$ cat config.mk
export PLATFORM = sky130hd
export DESIGN_NAME = pm_regfile
export DESIGN_NICKNAME = d
export VERILOG_FILES = /design/src/rtl/pm_regfile_pkg.sv /design/src/rtl/pm_irq_ctrl.sv /design/src/rtl/pm_event_gate.sv /design/src/rtl/pm_conv_port.sv /design/src/rtl/pm_regfile.sv
export SDC_FILE = /design/constraint.sdc
export NUM_CORES = 1
export LEC_CHECK = 0
export ABC_AREA = 1
export BUFFER_PORTS_ARGS = -buffer_cell sky130_fd_sc_hd__buf_2
export CAP_MARGIN = 20
export CORE_MARGIN = 2
export CORE_UTILIZATION = 48
export DETAILED_ROUTE_END_ITERATION = 7
export PLACE_DENSITY = 0.77
export SLEW_MARGIN = 10
export SYNTH_ARGS = -nofsm -noshare
export SYNTH_HDL_FRONTEND = slang
export SYNTH_SLANG_ARGS = --single-unit
$ cat constraint.sdc
create_clock -name clk_i -period 1.6 [get_ports clk_i]
set_input_delay 0.4 -clock clk_i [delete_from_list [all_inputs] [get_ports clk_i]]
set_output_delay 0.4 -clock clk_i [all_outputs]
set_load 0.005 [all_outputs]
$ cat src/rtl/pm_regfile_pkg.sv
`timescale 1ns/1ps
package pm_regfile_pkg;
  localparam int AW = 5;
  localparam int DW = 16;

  localparam logic [AW-1:0] IX_ID    = 5'h00;
  localparam logic [AW-1:0] IX_ISTAT = 5'h01;
  localparam logic [AW-1:0] IX_IMASK = 5'h02;
  localparam logic [AW-1:0] IX_CAL   = 5'h06;
  localparam logic [AW-1:0] IX_CONV  = 5'h08;
  localparam logic [AW-1:0] IX_SMP   = 5'h09;
  localparam logic [AW-1:0] IX_CTL1  = 5'h0D;
  localparam logic [AW-1:0] IX_CTL2  = 5'h0E;
  localparam logic [AW-1:0] IX_DSTAT = 5'h16;
  localparam logic [AW-1:0] IX_WDOG  = 5'h17;

  localparam int SRC_KEY  = 0;
  localparam int SRC_HOOK = 6;
  localparam int SRC_HEAD = 7;
  localparam int SRC_CONV = 8;

  localparam logic [DW-1:0] ID_BASE  = 16'h0215;
  localparam int            ID_VBIT  = 7;
  localparam int            KEY_UP_BIT = 5;
  localparam int            CTL1_WDOG_EN = 1;
  localparam int            CTL1_DET_A = 8;
  localparam int            CTL1_DET_B = 10;

  typedef struct packed {
    logic          req;
    logic          we;
    logic [AW-1:0] addr;
    logic [DW-1:0] wdata;
  } reg_acc_t;
endpackage

$ cat src/rtl/pm_irq_ctrl.sv
`timescale 1ns/1ps
module pm_irq_ctrl #(
  parameter int DW = 16
) (
  input  logic          clk_i,
  input  logic          rst_ni,
  input  logic          stat_we_i,
  input  logic          mask_we_i,
  input  logic [DW-1:0] wdata_i,
  input  logic [DW-1:0] set_i,
  output logic [DW-1:0] stat_o,
  output logic [DW-1:0] mask_o,
  output logic          irq_o
);
  logic [DW-1:0] stat_q, mask_q, toggle;

  assign toggle = stat_we_i ? wdata_i : '0;

  always_ff @(posedge clk_i or negedge rst_ni) begin
    if (!rst_ni) begin
      stat_q <= '0;
      mask_q <= '1;
    end else begin
      stat_q <= (stat_q ^ toggle) | set_i;
      if (mask_we_i) mask_q <= wdata_i;
    end
  end

  assign stat_o = stat_q;
  assign mask_o = mask_q;
  assign irq_o  = |(stat_q & ~mask_q);
endmodule

$ cat src/rtl/pm_event_gate.sv
`timescale 1ns/1ps
module pm_event_gate
  import pm_regfile_pkg::*;
#(
  parameter int DW = 16
) (
  input  logic          clk_i,
  input  logic          rst_ni,
  input  logic          pwr_key_i,
  input  logic          head_evt_i,
  input  logic          hook_evt_i,
  input  logic [DW-1:0] ctl1_i,
  output logic [DW-1:0] set_o,
  output logic          key_up_o
);
  logic key_q, key_chg, det_en;

  assign key_chg = pwr_key_i ^ key_q;
  assign det_en  = ctl1_i[CTL1_DET_A] & ctl1_i[CTL1_DET_B];

  always_ff @(posedge clk_i or negedge rst_ni) begin
    if (!rst_ni) key_q <= 1'b0;
    else         key_q <= pwr_key_i;
  end

  always_comb begin
    set_o           = '0;
    set_o[SRC_KEY]  = key_chg;
    set_o[SRC_HEAD] = head_evt_i & det_en;
    set_o[SRC_HOOK] = hook_evt_i & det_en;
  end

  assign key_up_o = ~key_q;
endmodule

$ cat src/rtl/pm_conv_port.sv
`timescale 1ns/1ps
module pm_conv_port #(
  parameter int DW    = 16,
  parameter int NCH   = 16,
  parameter int RES_W = 10
) (
  input  logic                 clk_i,
  input  logic                 rst_ni,
  input  logic                 sel_we_i,
  input  logic [DW-1:0]        wdata_i,
  input  logic [NCH*RES_W-1:0] results_i,
  output logic [DW-1:0]        word_o
);
  localparam int CH_W = $clog2(NCH);
  localparam int CH_LSB = RES_W;

  logic [CH_W-1:0]  ch_q;
  logic [RES_W-1:0] res_tbl [NCH];

  for (genvar g = 0; g < NCH; g++) begin : g_unpack
    assign res_tbl[g] = results_i[g*RES_W +: RES_W];
  end

  always_ff @(posedge clk_i or negedge rst_ni) begin
    if (!rst_ni)       ch_q <= '0;
    else if (sel_we_i) ch_q <= wdata_i[CH_LSB +: CH_W];
  end

  always_comb begin
    word_o = '0;
    word_o[RES_W-1:0] = res_tbl[ch_q];
    word_o[CH_LSB +: CH_W] = ch_q;
  end
endmodule

$ cat src/rtl/pm_regfile.sv
`timescale 1ns/1ps
module pm_regfile
  import pm_regfile_pkg::*;
#(
  parameter int            NCH       = 16,
  parameter int            RES_W     = 10,
  parameter logic [DW-1:0] SMP_RESET = 16'h00C3
) (
  input  logic                 clk_i,
  input  logic                 rst_ni,
  input  logic                 req_i,
  input  logic                 we_i,
  input  logic [AW-1:0]        addr_i,
  input  logic [DW-1:0]        wdata_i,
  output logic [DW-1:0]        rdata_o,
  input  logic                 variant_i,
  input  logic [NCH*RES_W-1:0] adc_results_i,
  input  logic                 pwr_key_i,
  input  logic                 head_evt_i,
  input  logic                 hook_evt_i,
  output logic                 irq_o,
  output logic                 shutdown_o
);
  reg_acc_t acc;
  logic wr, rd;
  logic [DW-1:0] stat, mask, ev_set, set_all, conv_word, rd_val;
  logic [DW-1:0] cal_q, ctl1_q, ctl2_q, smp_q, rdata_q;
  logic key_up, conv_wr, sd_q;

  assign acc = '{req: req_i, we: we_i, addr: addr_i, wdata: wdata_i};
  assign wr  = acc.req & acc.we;
  assign rd  = acc.req & ~acc.we;
  assign conv_wr = wr && acc.addr == IX_CONV;

  always_comb begin
    set_all = ev_set;
    set_all[SRC_CONV] = ev_set[SRC_CONV] | conv_wr;
  end

  pm_irq_ctrl #(.DW(DW)) u_irq (
    .clk_i, .rst_ni,
    .stat_we_i (wr && acc.addr == IX_ISTAT),
    .mask_we_i (wr && acc.addr == IX_IMASK),
    .wdata_i   (acc.wdata),
    .set_i     (set_all),
    .stat_o    (stat),
    .mask_o    (mask),
    .irq_o     (irq_o)
  );

  pm_event_gate #(.DW(DW)) u_evt (
    .clk_i, .rst_ni,
    .pwr_key_i, .head_evt_i, .hook_evt_i,
    .ctl1_i   (ctl1_q),
    .set_o    (ev_set),
    .key_up_o (key_up)
  );

  pm_conv_port #(.DW(DW), .NCH(NCH), .RES_W(RES_W)) u_conv (
    .clk_i, .rst_ni,
    .sel_we_i  (conv_wr),
    .wdata_i   (acc.wdata),
    .results_i (adc_results_i),
    .word_o    (conv_word)
  );

  always_ff @(posedge clk_i or negedge rst_ni) begin
    if (!rst_ni) begin
      cal_q  <= 16'h0001;
      ctl1_q <= '0;
      ctl2_q <= '0;
      smp_q  <= SMP_RESET;
      sd_q   <= 1'b0;
    end else begin
      sd_q <= wr && acc.addr == IX_WDOG && acc.wdata == '0 && ctl1_q[CTL1_WDOG_EN];
      if (wr) begin
        unique case (acc.addr)
          IX_CAL:  cal_q  <= acc.wdata;
          IX_CTL1: ctl1_q <= acc.wdata;
          IX_CTL2: ctl2_q <= acc.wdata;
          IX_SMP:  smp_q  <= smp_q & ~acc.wdata;
          default: ;
        endcase
      end
    end
  end

  always_comb begin
    rd_val = '0;
    unique case (acc.addr)
      IX_ID: begin
        rd_val = ID_BASE;
        rd_val[ID_VBIT] = variant_i;
      end
      IX_ISTAT: rd_val = stat;
      IX_IMASK: rd_val = mask;
      IX_CAL:   rd_val = cal_q;
      IX_CONV:  rd_val = conv_word;
      IX_SMP:   rd_val = smp_q;
      IX_CTL1:  rd_val = ctl1_q;
      IX_CTL2:  rd_val = ctl2_q;
      IX_DSTAT: rd_val[KEY_UP_BIT] = key_up;
      default:  rd_val = '0;
    endcase
  end

  always_ff @(posedge clk_i or negedge rst_ni) begin
    if (!rst_ni)  rdata_q <= '0;
    else if (rd)  rdata_q <= rd_val;
  end

  assign rdata_o    = rdata_q;
  assign shutdown_o = sd_q;
endmodule

==> results.json <==
{
  "path_delay_family": "flip-flops",
  "layout.nets": 1628,
  "grt_usage_pct": 32.0,
  "grt_pass1_wl_mm": 40.9,
  "fmax_mhz": 495,
  "skew_ns": 0.00825,
  "intPower_w": 0.00722,
  "die-area_sq_um": 16400,
  "dp_hpwl_mm": 19.5,
  "crit_chain": "o22ai_2 > nor4_2 > nand2_1 > buf_2",
  "viasPerCell": 5.58,
  "syn_inst": 1139,
  "synthFlopType": "dfrtp_1",
  "powerDensity_nw_per_um2": 943,
  "tightestPinTransition_ns": 0.585,
  "dr.pass1.iters": 8,
  "clkPwrFrac_pct": 35.9,
  "stdcell_count": 1641,
  "cp.arrival_ns": 1.62,
  "fin_setup_tns_ns": -0.673,
  "layout-drive-gt1-share_pct": 37.8,
  "drv_slew": 0,
  "initial_utilization_pct": 48.8,
  "drc_errors": 0,
  "yosysWarningCount": 0,
  "antenna_left": 0,
  "async_flop_share_pct": 100,
  "synthesis.nets": 1328,
  "critPathBufInv": 1,
  "p_comb_share_pct": 29.7,
  "place_inst": 1587,
  "status": "finished, violations left",
  "r2r_setup_slack_ns": -0.07,
  "synth_top_area_share_pct": 32.8,
  "root_buffer": "clkbuf_16",
  "clk_latency_ns": 0.42,
  "synthTopCellsByCount": "nand2_1, inv_1, nand3_1",
  "clock_path_buffers": 2,
  "finalSetupViolCount": 8,
  "wl_mm": 28.9,
  "synth-seq-cells": 118,
  "crit_slowest_cell": "dfstp_2",
  "crit_required_ns": 1.20,
  "ir_drop_uv": 627,
  "area.growth.synth_to_final_pct": 51.1,
  "dr_total_vias": 9150,
  "synth_top_area_cell": "dfrtp_1",
  "antenna_found_initial": 1,
  "critical_path_class": "reg2out",
  "rsz0062_at_grt": "yes",
  "synth_area_leaders": "dfrtp_1, nand2_1, nand3_1, inv_1, dfstp_2",
  "finalCriticalPeriod_ns": 2.02,
  "seq_area_frac_synth_pct": 40.3,
  "pin_count": 207,
  "net-switching-power_w": 0.00331,
  "first_iter_violations": 900,
  "cp-end-kind": "output port",
  "wl_per_cell_microns": 17.6,
  "synth.distinct_cells": 30,
  "die_x_microns": 128,
  "cts_tree": "done",
  "cts_buffers": 17,
  "cts.sinks": 118,
  "place.gp.congestion": 0.918,
  "yosysMostFrequentCell": "nand2_1",
  "grt_pass1_vias": 8187,
  "switching_share_pct": 31.4,
  "leakage_nw": 6.24,
  "violations": "negative setup slack",
  "hold_viol": 0,
  "core_area_sq_um": 15100,
  "grt_start_max_net_pins": 34,
  "pwr-share-seq_pct": 34.4,
  "die_h_microns": 128,
  "whs_ns": 0.135,
  "fin_util_pct": 73.7,
  "rows": 45,
  "syn_area_per_cell_sq_um": 6.49,
  "hold_class": "in2reg",
  "grt_overflow": 0,
  "fin_crit_sh_pct": 126,
  "startpoint_type": "flip-flop",
  "critPathMaxStageDelay_ns": 0.55,
  "htreeDepth": 4,
  "max-cap-violations": 0,
  "worst_slack_ns": -0.421,
  "slew_headroom_pct": 60.9,
  "synth_area_sq_um": 7390,
  "place_ws_ns": -0.248,
  "synth_edf_count": 0,
  "crit_fanout": 3,
  "clk_pin_slew_ns": 0.05,
  "portBuffers": 206
}
## what timing repair did
item | 4_1_cts | 5_1_grt
gates resized for setup | 11 | 184
hold buffers | 1 | 0
cloned | 1 | 6
endpoints found under the setup margin | 3 | 11
hold endpoints to repair | 20 | 0
setup buffers | 1 | 12
pin swaps | 6 | 70
## worst reg2reg max path, delay by kind of cell (launching register included)
| family | cells | cell delay, ns |
|---|---|---|
| buffers and inverters | 3 | 0.39 |
| DFF | 1 | 0.47 |
| and+or+nand+nor | 9 | 0.70 |
## cells in the final DEF, fill, tap and decap left out, drive strengths merged
cell type    instances
a31oi                1
a22oi                3
buf                330
nand3              150
xor2                11
diode                1
bufinv               2
o21ai               83
nand4               11
dlygate4sd3          1
o211ai               3
nand2              451
o211a                1
clkinvlp             1
dfrtp               97
nor4                 5
inv                185
o22ai               10
dfstp               21
nor2                30
clkinv               4
xnor2                2
nor3                 3
clkbuf              30
a21oi                9
a21boi               8
## routing by layer
metal	routed length, microns	part of all wire [%]	track usage, %
met1	10700	37	39.9
met2	13700	48	53.5
met3	2730	9.5	5.93
met4	1690	5.8	15.5
met5	0	0	0
## path summary, 6_finish.rpt
check / startpoint / endpoint / depth (start not counted)
max: u_irq.mask_o[3] / irq_o / 4
min: pwr_key_i / u_evt.key_q / 1
max reg2reg: u_conv.ch_q[0] / rdata_o[8] / 12
min reg2reg: smp_q[1] / smp_q[1] / 2
max in group asynchronous: rst_ni / u_irq.mask_o[5] / 3
min in group asynchronous: rst_ni / rdata_o[11] / 2
## sequential cells by signal, summed over array words and instances, names as in the netlist
name          cells
cal_q            16
ctl1_q           16
ctl2_q           16
rdata_o          16
smp_q            16
u_irq.mask_o     16
u_irq.stat_o     16
u_conv.ch_q       4
shutdown_o        1
u_evt.key_q       1
## cell families (layout without fill, tap and decap cells)
logic type	after synthesis	count (layout)	synth area share, %
AOI/OAI and AO/OA	118	118	8.72
other	0	1	0
buffers and inverters	240	553	12.6
xor gates and xnor gates	13	13	1.54
DFF	118	118	40.3
and+or+nand+nor	650	650	36.8
## metrics by stage
step | total power (W) | instance area (sq um)
2_1_floorplan | 0.00480 | 7390
3_3_place_gp | 0.00588 | 9460
3_5_place_dp | 0.00593 | 9460
4_1_cts | 0.00978 | 10100
5_1_grt | 0.0110 | 11200
6_report | 0.0105 | 11200
## final cells by class
type	count	area, sq um
multi-input cells	781	4180
fillers	1059	3980
flip-flops and latches	118	2980
repair buffers	336	2480
inverters	185	702
clock buffers	25	495
well taps	188	235
clock inverters	7	95.1
diodes	1	2.50
## power groups by stage
stage / Sequential (W) / Clock (W) / Combinational [W]
3_3_place_gp: 0.00363 / 0 / 0.00225
4_1_cts: 0.00361 / 0.00379 / 0.00238
5_1_grt: 0.00366 / 0.00395 / 0.00336
2_1_floorplan: 0.00358 / 0 / 0.00122
6_report: 0.00362 / 0.00378 / 0.00313
3_5_place_dp: 0.00364 / 0 / 0.00229
Note: power is estimated with default switching activity, not from simulation.
